===== src/rtl/dest_resolver.sv =====
module dest_resolver #(
  parameter int N = 8,
  localparam int IW = (N > 1) ? $clog2(N) : 1
) (
  input  logic            clk,
  input  logic            rst_n,
  input  logic            cfg_ldr_we,
  input  logic            cfg_model_we,
  input  logic [IW-1:0]   cfg_idx,
  input  logic [31:0]     cfg_wdata,
  input  logic [N*8-1:0]  phys_ids,
  input  logic            req_valid,
  input  logic [31:0]     req_cmd,
  input  logic [7:0]      req_dest,
  input  logic [IW-1:0]   req_sender,
  output logic            res_valid,
  output logic [N-1:0]    res_mask,
  output logic [N-1:0]    res_lowpri,
  output logic            res_none,
  output logic [7:0]      res_vector,
  output logic [2:0]      res_dlv
);

  localparam logic [N-1:0] ONE = {{(N-1){1'b0}}, 1'b1};

  logic [7:0]   ldr_q   [N];
  logic [3:0]   model_q [N];
  logic [N-1:0] phys_hit, log_hit, phys_first, sender_bit, match, lp_pick;

  wire [1:0] shorthand = req_cmd[19:18];
  wire       log_mode  = req_cmd[11];
  wire [2:0] dlv       = req_cmd[10:8];

  for (genvar i = 0; i < N; i++) begin : g_ctl
    always_ff @(posedge clk or negedge rst_n) begin
      if (!rst_n) begin
        ldr_q[i]   <= 8'h00;
        model_q[i] <= 4'hF;
      end else begin
        if (cfg_ldr_we && cfg_idx == IW'(i))   ldr_q[i]   <= cfg_wdata[31:24];
        if (cfg_model_we && cfg_idx == IW'(i)) model_q[i] <= cfg_wdata[31:28];
      end
    end

    assign phys_hit[i] = (phys_ids[i*8 +: 8] == req_dest);

    always_comb begin
      case (model_q[i])
        4'hF:    log_hit[i] = |(req_dest & ldr_q[i]);
        4'h0:    log_hit[i] = (req_dest[7:4] == ldr_q[i][7:4]) &&
                              (|(req_dest[3:0] & ldr_q[i][3:0]));
        default: log_hit[i] = 1'b0;
      endcase
    end
  end

  assign phys_first = phys_hit & (~phys_hit + ONE);
  assign sender_bit = ONE << req_sender;

  always_comb begin
    case (shorthand)
      2'd0:    match = log_mode ? log_hit : ((req_dest == 8'hFF) ? '1 : phys_first);
      2'd1:    match = sender_bit;
      2'd2:    match = '1;
      default: match = ~sender_bit;
    endcase
  end

  assign lp_pick = match & (~match + ONE);

  always_ff @(posedge clk or negedge rst_n) begin
    if (!rst_n) begin
      res_valid  <= 1'b0;
      res_mask   <= '0;
      res_lowpri <= '0;
      res_none   <= 1'b0;
      res_vector <= 8'h00;
      res_dlv    <= 3'd0;
    end else begin
      res_valid <= req_valid;
      if (req_valid) begin
        res_mask   <= match;
        res_lowpri <= (dlv == 3'd1) ? lp_pick : '0;
        res_none   <= (match == '0);
        res_vector <= req_cmd[7:0];
        res_dlv    <= dlv;
      end
    end
  end


  valid_rise_chk: assert property (@(posedge clk) disable iff (!rst_n)
    req_valid |=> res_valid);

  valid_pulse_chk: assert property (@(posedge clk) disable iff (!rst_n)
    !req_valid |=> !res_valid);

  hold_chk: assert property (@(posedge clk) disable iff (!rst_n)
    !req_valid |=> ($stable(res_mask) && $stable(res_lowpri)));

  lowpri_onehot_chk: assert property (@(posedge clk) disable iff (!rst_n)
    $onehot0(res_lowpri) && ((res_lowpri & ~res_mask) == '0));

  all_chk: assert property (@(posedge clk) disable iff (!rst_n)
    (req_valid && shorthand == 2'd2) |=> (res_mask == '1));

  others_chk: assert property (@(posedge clk) disable iff (!rst_n)
    (req_valid && shorthand == 2'd3) |=>
      (!res_mask[$past(req_sender)] && $countones(res_mask) == N - 1));

  phys_single_chk: assert property (@(posedge clk) disable iff (!rst_n)
    (req_valid && shorthand == 2'd0 && !log_mode && req_dest != 8'hFF) |=>
      ($countones(res_mask) <= 1));

  none_chk: assert property (@(posedge clk) disable iff (!rst_n)
    res_valid |-> (res_none == (res_mask == '0)));

endmodule


===== config.mk =====
export PLATFORM = sky130hd
export DESIGN_NAME = dest_resolver
export DESIGN_NICKNAME = d
export VERILOG_FILES = /design/src/rtl/dest_resolver.sv
export SDC_FILE = /design/constraint.sdc
export NUM_CORES = 1
export LEC_CHECK = 0
export BUFFER_PORTS_ARGS = -buffer_cell sky130_fd_sc_hd__buf_2
export CAP_MARGIN = 10
export CORE_UTILIZATION = 40
export CTS_CLUSTER_DIAMETER = 100
export DETAILED_ROUTE_END_ITERATION = 10
export GPL_TIMING_DRIVEN = 0
export PLACE_DENSITY = 0.62
export SETUP_SLACK_MARGIN = 0.2
export SKIP_LAST_GASP = 1
export SLEW_MARGIN = 20
export SYNTH_ARGS = -nofsm -noshare
export SYNTH_HDL_FRONTEND = slang
export SYNTH_SLANG_ARGS = --single-unit

===== constraint.sdc =====
create_clock -name clk -period 2.2 [get_ports clk]
set_input_delay 0.44 -clock clk [delete_from_list [all_inputs] [get_ports clk]]
set_output_delay 0.44 -clock clk [all_outputs]
set_load 0.005 [all_outputs]

Word level (Yosys, flattened, before mapping)
Cells that the tools add are included.

storage, ports and cells
  bits in registers = 125
  input bits = 147

operators by class
  shift-type cells = 1
  eq/ne operators = 35
  reductions and logical operators = 51
  bitwise operators = 21
  add/subtract/negate cells = 2
  muxes and demuxes = 12

operator list
  kind                                                  count
  AND 8 bit                                             10
  equality test 8 bit                                   8
  OR reduction 8 bit                                    8
  AND 4 bit                                             8
  equality test 4 bit                                   8
  equality test 4 bit (second input constant)           8
  zero test 4 bit                                       8
  OR reduction 4 bit                                    8
  logical AND 1 bit                                     24
  2-to-1 mux 8 bit                                      3
  inverter 8 bit                                        3
  one-hot mux 8 bit (3 select lines)                    1
  adder 8 x 1 -> 8 bit (second input constant)          2
  one-hot mux 1 bit (2 select lines)                    8
  equality test 3 bit (second input constant)           4
  equality test 8 bit (second input constant)           1
  zero test 8 bit                                       1
  << shifter 1 x 3 -> 8 bit (first input constant)      1
  equality test 3 x 1 -> 1 bit (second input constant)  2
  equality test 3 x 2 -> 1 bit (second input constant)  2
  zero test 3 bit                                       1
  equality test 2 x 1 -> 1 bit (second input constant)  1
  equality test 2 bit (second input constant)           1
  zero test 2 bit                                       1

Longest topological paths before layout
  depth in word-level cells = 11
  mapped depth = 9
  mapped depth without buffers = 8

Least setup slack after synthesis
OpenSTA, ideal clock, no wires.

  kind = input port to flip-flop
  from = input req_dest[5]
  to = register res_lowpri[6]
  required time = 2060 ps
  slack = -190 ps
  stages = 8
  arrival = 2250 ps
  cells stage by stage = ha_1 -> or4_1 -> a211oi_1 -> a211oi_1 -> a221o_1 -> nor2b_4 -> a211oi_2 -> o32ai_1

between the ends
  longest elaborated chain between the ends = 11

RTL lines
  element                               RTL line  source
  start, declared                       14        input logic [7:0] req_dest,
  equality test 8 bit                   45        assign phys_hit[i] = (phys_ids[i*8 +: 8] == req_dest);
  inverter 8 bit                        57        assign phys_first = phys_hit & (~phys_hit + ONE);
  adder 8 x 1 -> 8 bit                  57
  AND 8 bit                             57
  2-to-1 mux 8 bit                      62        2'd0: match = log_mode ? log_hit : ((req_dest == 8'hFF) ? '1 : phys_first);
  2-to-1 mux 8 bit *                    62
  one-hot mux 8 bit (3 select lines) *  61        case (shorthand)
  inverter 8 bit                        69        assign lp_pick = match & (~match + ONE);
  adder 8 x 1 -> 8 bit                  69
  AND 8 bit *                           69
  2-to-1 mux 8 bit *                    83        res_lowpri <= (dlv == 3'd1) ? lp_pick : '0;
  end signal, assigned                  83
  end, declared                         18        output logic [N-1:0] res_lowpri,

Every way passes the cells marked *; elsewhere a longest branch is shown, timed or not.
A chain may end at the register's enable or synchronous reset.

Worst setup path after layout
  from = register ldr_q[28] (netlist name)
  to = register res_lowpri[6]

between the ends
  longest elaborated chain between the ends = 9

RTL lines
  element                                                         RTL line  source
  start, declared                                                 26        logic [7:0] ldr_q [N];
  start signal, assigned by index                                 40        if (cfg_ldr_we && cfg_idx == IW'(i)) ldr_q[i] <= cfg_wdata[31:24];
  AND 8 bit / equality test 4 bit (equally long branches)         49, 50
  OR reduction 8 bit / logical AND 1 bit (equally long branches)  49, 50
  one-hot mux 1 bit (2 select lines) *                            48        case (model_q[i])
  2-to-1 mux 8 bit *                                              62
  one-hot mux 8 bit (3 select lines) *                            61
  inverter 8 bit *                                                69
  adder 8 x 1 -> 8 bit *                                          69
  AND 8 bit *                                                     69
  2-to-1 mux 8 bit *                                              83

Marked as above.

==> results.sh <==
export IMPL_outcome="complete, but fails checks"
export IMPL_failed_checks="setup timing"
export IMPL_synth_ff_latch_count=125
export IMPL_vias=5385
export IMPL_core_um2=17200
export IMPL_gp_congestion=0.852
export IMPL_synth_edf_count=0
export IMPL_yosysUniqueCellTypes=67
export IMPL_setup_violations=7
export IMPL_async_reset_ff_share_pct=100
export IMPL_overflow=0
export IMPL_area_delta_synth_final_pct=29.8
export IMPL_final_common_cell="buf_2"
export IMPL_final_cell_area_um2=9140
export IMPL_placementRows=48
export IMPL_n_antenna_cell=0
export IMPL_path_clk_slew_ps=60
export IMPL_max_freq_mhz=414
export IMPL_drt_total_wl_um=19300
export IMPL_power_density_nw_per_um2=834
export IMPL_synth_fp_nets=757
export IMPL_ir_worst_vdd_uv=665
export IMPL_drc=0
export IMPL_reg2regPathDepth=8
export IMPL_finalNetCount=916
export IMPL_switching_share_pct=26.8
export IMPL_final_cell_mix="buf_2 (124), mux2_2 (108), dfrtp_1 (93), xor2_1 (53), dfstp_2 (32)"
export IMPL_antenna_found_initial=0
export IMPL_rsz0062_at_grt="true"
export IMPL_cts_buffer_depth=2
export IMPL_grt_max_degree=88
export IMPL_cp_end_kind="register"
export IMPL_placed_area_um2=8130
export IMPL_r2r_end="res_lowpri[6]$_DFFE_PN0P_"
export IMPL_start_util_pct=40.8
export IMPL_cp_max_fo=3
export IMPL_htreeDepth=4
export IMPL_tns_ps=-893
export IMPL_syn_cell_area_um2=7040
export IMPL_drtIter0Drc=268
export IMPL_ios=176
export IMPL_numCtsBuffers=17
export IMPL_cap_violations=0
export IMPL_setup_ws_ps=-213
export IMPL_firstDrtPassIters=5
export IMPL_die_area_um2=18100
export IMPL_clock_sinks=125
export IMPL_cp_startpoint="ldr_q[28]$_DFFE_PN0P_"
export IMPL_grt_pass1_vias=5596
export IMPL_p_switching_mw=2.04
export IMPL_ys_flop_type="dfrtp_1"
export IMPL_ys_warn_count=0
export IMPL_grt_pass1_wl_um=30400
export IMPL_drive_above_1_share_pct=52.0
export IMPL_pwr_share_clk_pct=38.5
export IMPL_fin_crit_sh_pct=110
export IMPL_crit_type="register to register"
export IMPL_worst_pin_slew_ps=853
export IMPL_rrSetupSlack_ps=-210
export IMPL_min_period_ps=2410
export IMPL_p_leak_nw=3.84
export IMPL_die_h_um=135
export IMPL_avgSynthCellArea_um2=12.2
export IMPL_synth_area_leaders="dfrtp_1 (33%), mux2_2 (18%), dfstp_2 (12%), xor2_1 (6.6%), ha_1 (5.7%)"
export IMPL_whs_path_depth=1
export IMPL_viasPerCell=5.52
export IMPL_postSynthCellCount=578
export IMPL_final_util_pct=53.0
export IMPL_placed_cells=931
export IMPL_combPwrFrac_pct=20.5
export IMPL_yosysTopAreaCell="dfrtp_1"
export IMPL_ant_nets=0
export IMPL_finalNonFillerCells=975
export IMPL_place_hpwl_um=13600
export IMPL_worstPathArrival_ps=2690
export IMPL_die_w_um=135
export IMPL_p_int_mw=5.58
export IMPL_clock_latency_ps=420
export IMPL_tritoncts="done"
export IMPL_ys_seq_area_share_pct=45.0
export IMPL_cp_start_kind="register"
export IMPL_relSlewSlack_pct=42.7
export IMPL_track_usage_pct=22.3
export IMPL_worst_hold_path_type="input pin to register"
export IMPL_seq_power_share_pct=40.9
export IMPL_drv_slew=0
export IMPL_worstPathRequired_ps=2480
export IMPL_r2r_start="ldr_q[28]$_DFFE_PN0P_"
export IMPL_endpoint="res_lowpri[6]$_DFFE_PN0P_"
export IMPL_finalHoldViolCount=0
export IMPL_synth_top_area_share_pct=33.1
export IMPL_cts_root_buffer="clkbuf_16"
export IMPL_portBuffers=127
export IMPL_wl_per_cell_um=19.8
export IMPL_fin_skew_ps=9.06
stage by stage:
stage | power [mW] | setup WS [ps] | hold WS, ps
final | 7.62 | -213 | 131
after global routing | 7.98 | -307 | 122
after CTS | 7.61 | -198 | 114
after detailed placement | 4.54 | -722 | 382
after global placement | 4.44 | -849 | 458
after floorplan | 4.00 | -88.9 | 144
synthesized netlist by cell type, types with 5 or more instances:
library cell,count
nand3_1,13
dfstp_2,32
nor4_1,23
xor2_1,53
ha_1,32
buf_6,9
a21oi_1,5
a22oi_1,12
nand4_1,13
xnor2_1,19
nand2_1,26
nand3b_1,5
nor3_1,7
o21ai_0,7
nor2_1,14
or4_1,5
inv_1,5
clkbuf_1,11
mux2_2,110
o41ai_1,5
dfrtp_1,93
a211oi_1,5
final cells by class:
cell class / instances / area, um2
Multi-Input combinational cell: 421 / 4060
Timing Repair Buffer: 140 / 795
Clock inverter: 12 / 170
Fill cell: 1467 / 8100
Buffer: 26 / 194
Tap cell: 225 / 282
Inverter: 6 / 22.5
Clock buffer: 20 / 447
Sequential cell: 125 / 3170
power by group through the flow:
stage | registers [mW] | clock network [mW] | logic, mW
floorplan | 3.07 | 0 | 0.926
global placement | 3.11 | 0 | 1.33
detailed placement | 3.15 | 0 | 1.39
CTS | 3.11 | 2.99 | 1.51
global route | 3.17 | 3.09 | 1.72
finish | 3.12 | 2.94 | 1.56
kinds of logic (layout without fill, tap and decap cells):
family,Yosys count,in the layout,share of synthesized area (%)
buf+inv,32,204,3.08
xor+xnor,72,72,8.96
simple gates,137,137,11.8
compound gates,70,70,7.86
mux,110,110,17.6
flops,125,125,45.0
fa+ha+maj,32,32,5.69
worst max-delay path: stages (launching register included):
cell	delay, ps
dfrtp_1	400
ha_4	210
or4_4	550
a211oi_4	190
a211oi_2	70
a221o_1	320
buf_6	140
a211oi_4	290
o32ai_2	110
metal layers:
layer / track usage (%) / vias to the layer above / routed length [um] / share of wire [%]
li1: - / 2477 / - / -
met1: 28.3 / 2727 / 8480 / 44
met2: 38.6 / 165 / 9770 / 51
met3: 4.17 / 16 / 832 / 4.3
met4: 6.37 / 0 / 217 / 1.1
met5: 0 / - / 0 / 0
worst min path at each step:
stage	end	startpoint	slack, ps
2_1_floorplan	ldr_q[0]$_DFFE_PN0P_	rst_n	140
3_3_place_gp	res_mask[0]$_DFFE_PN0P_	res_mask[0]$_DFFE_PN0P_	460
3_5_place_dp	res_mask[4]$_DFFE_PN0P_	rst_n	380
4_1_cts	res_valid$_DFF_PN0_	req_valid	110
5_1_grt	res_valid$_DFF_PN0_	req_valid	120
6_report	res_valid$_DFF_PN0_	req_valid	130
registers in the layout, indices dropped and copies added (netlist names):
signal	flops
res_lowpri	8
res_none	1
res_dlv	3
ldr_q	64
model_q	32
res_mask	8
res_vector	8
res_valid	1
what timing repair did:
item                                    4_1_cts  5_1_grt
hold buffers                                  1        0
endpoints found under the hold margin        38        0
gates cloned                                  0        0
gates resized for setup                      35       23
buffers inserted                              9        2
pin swaps                                    19        9
endpoints found under the setup margin       13       16
Note: power is estimated with default switching activity, not from simulation.
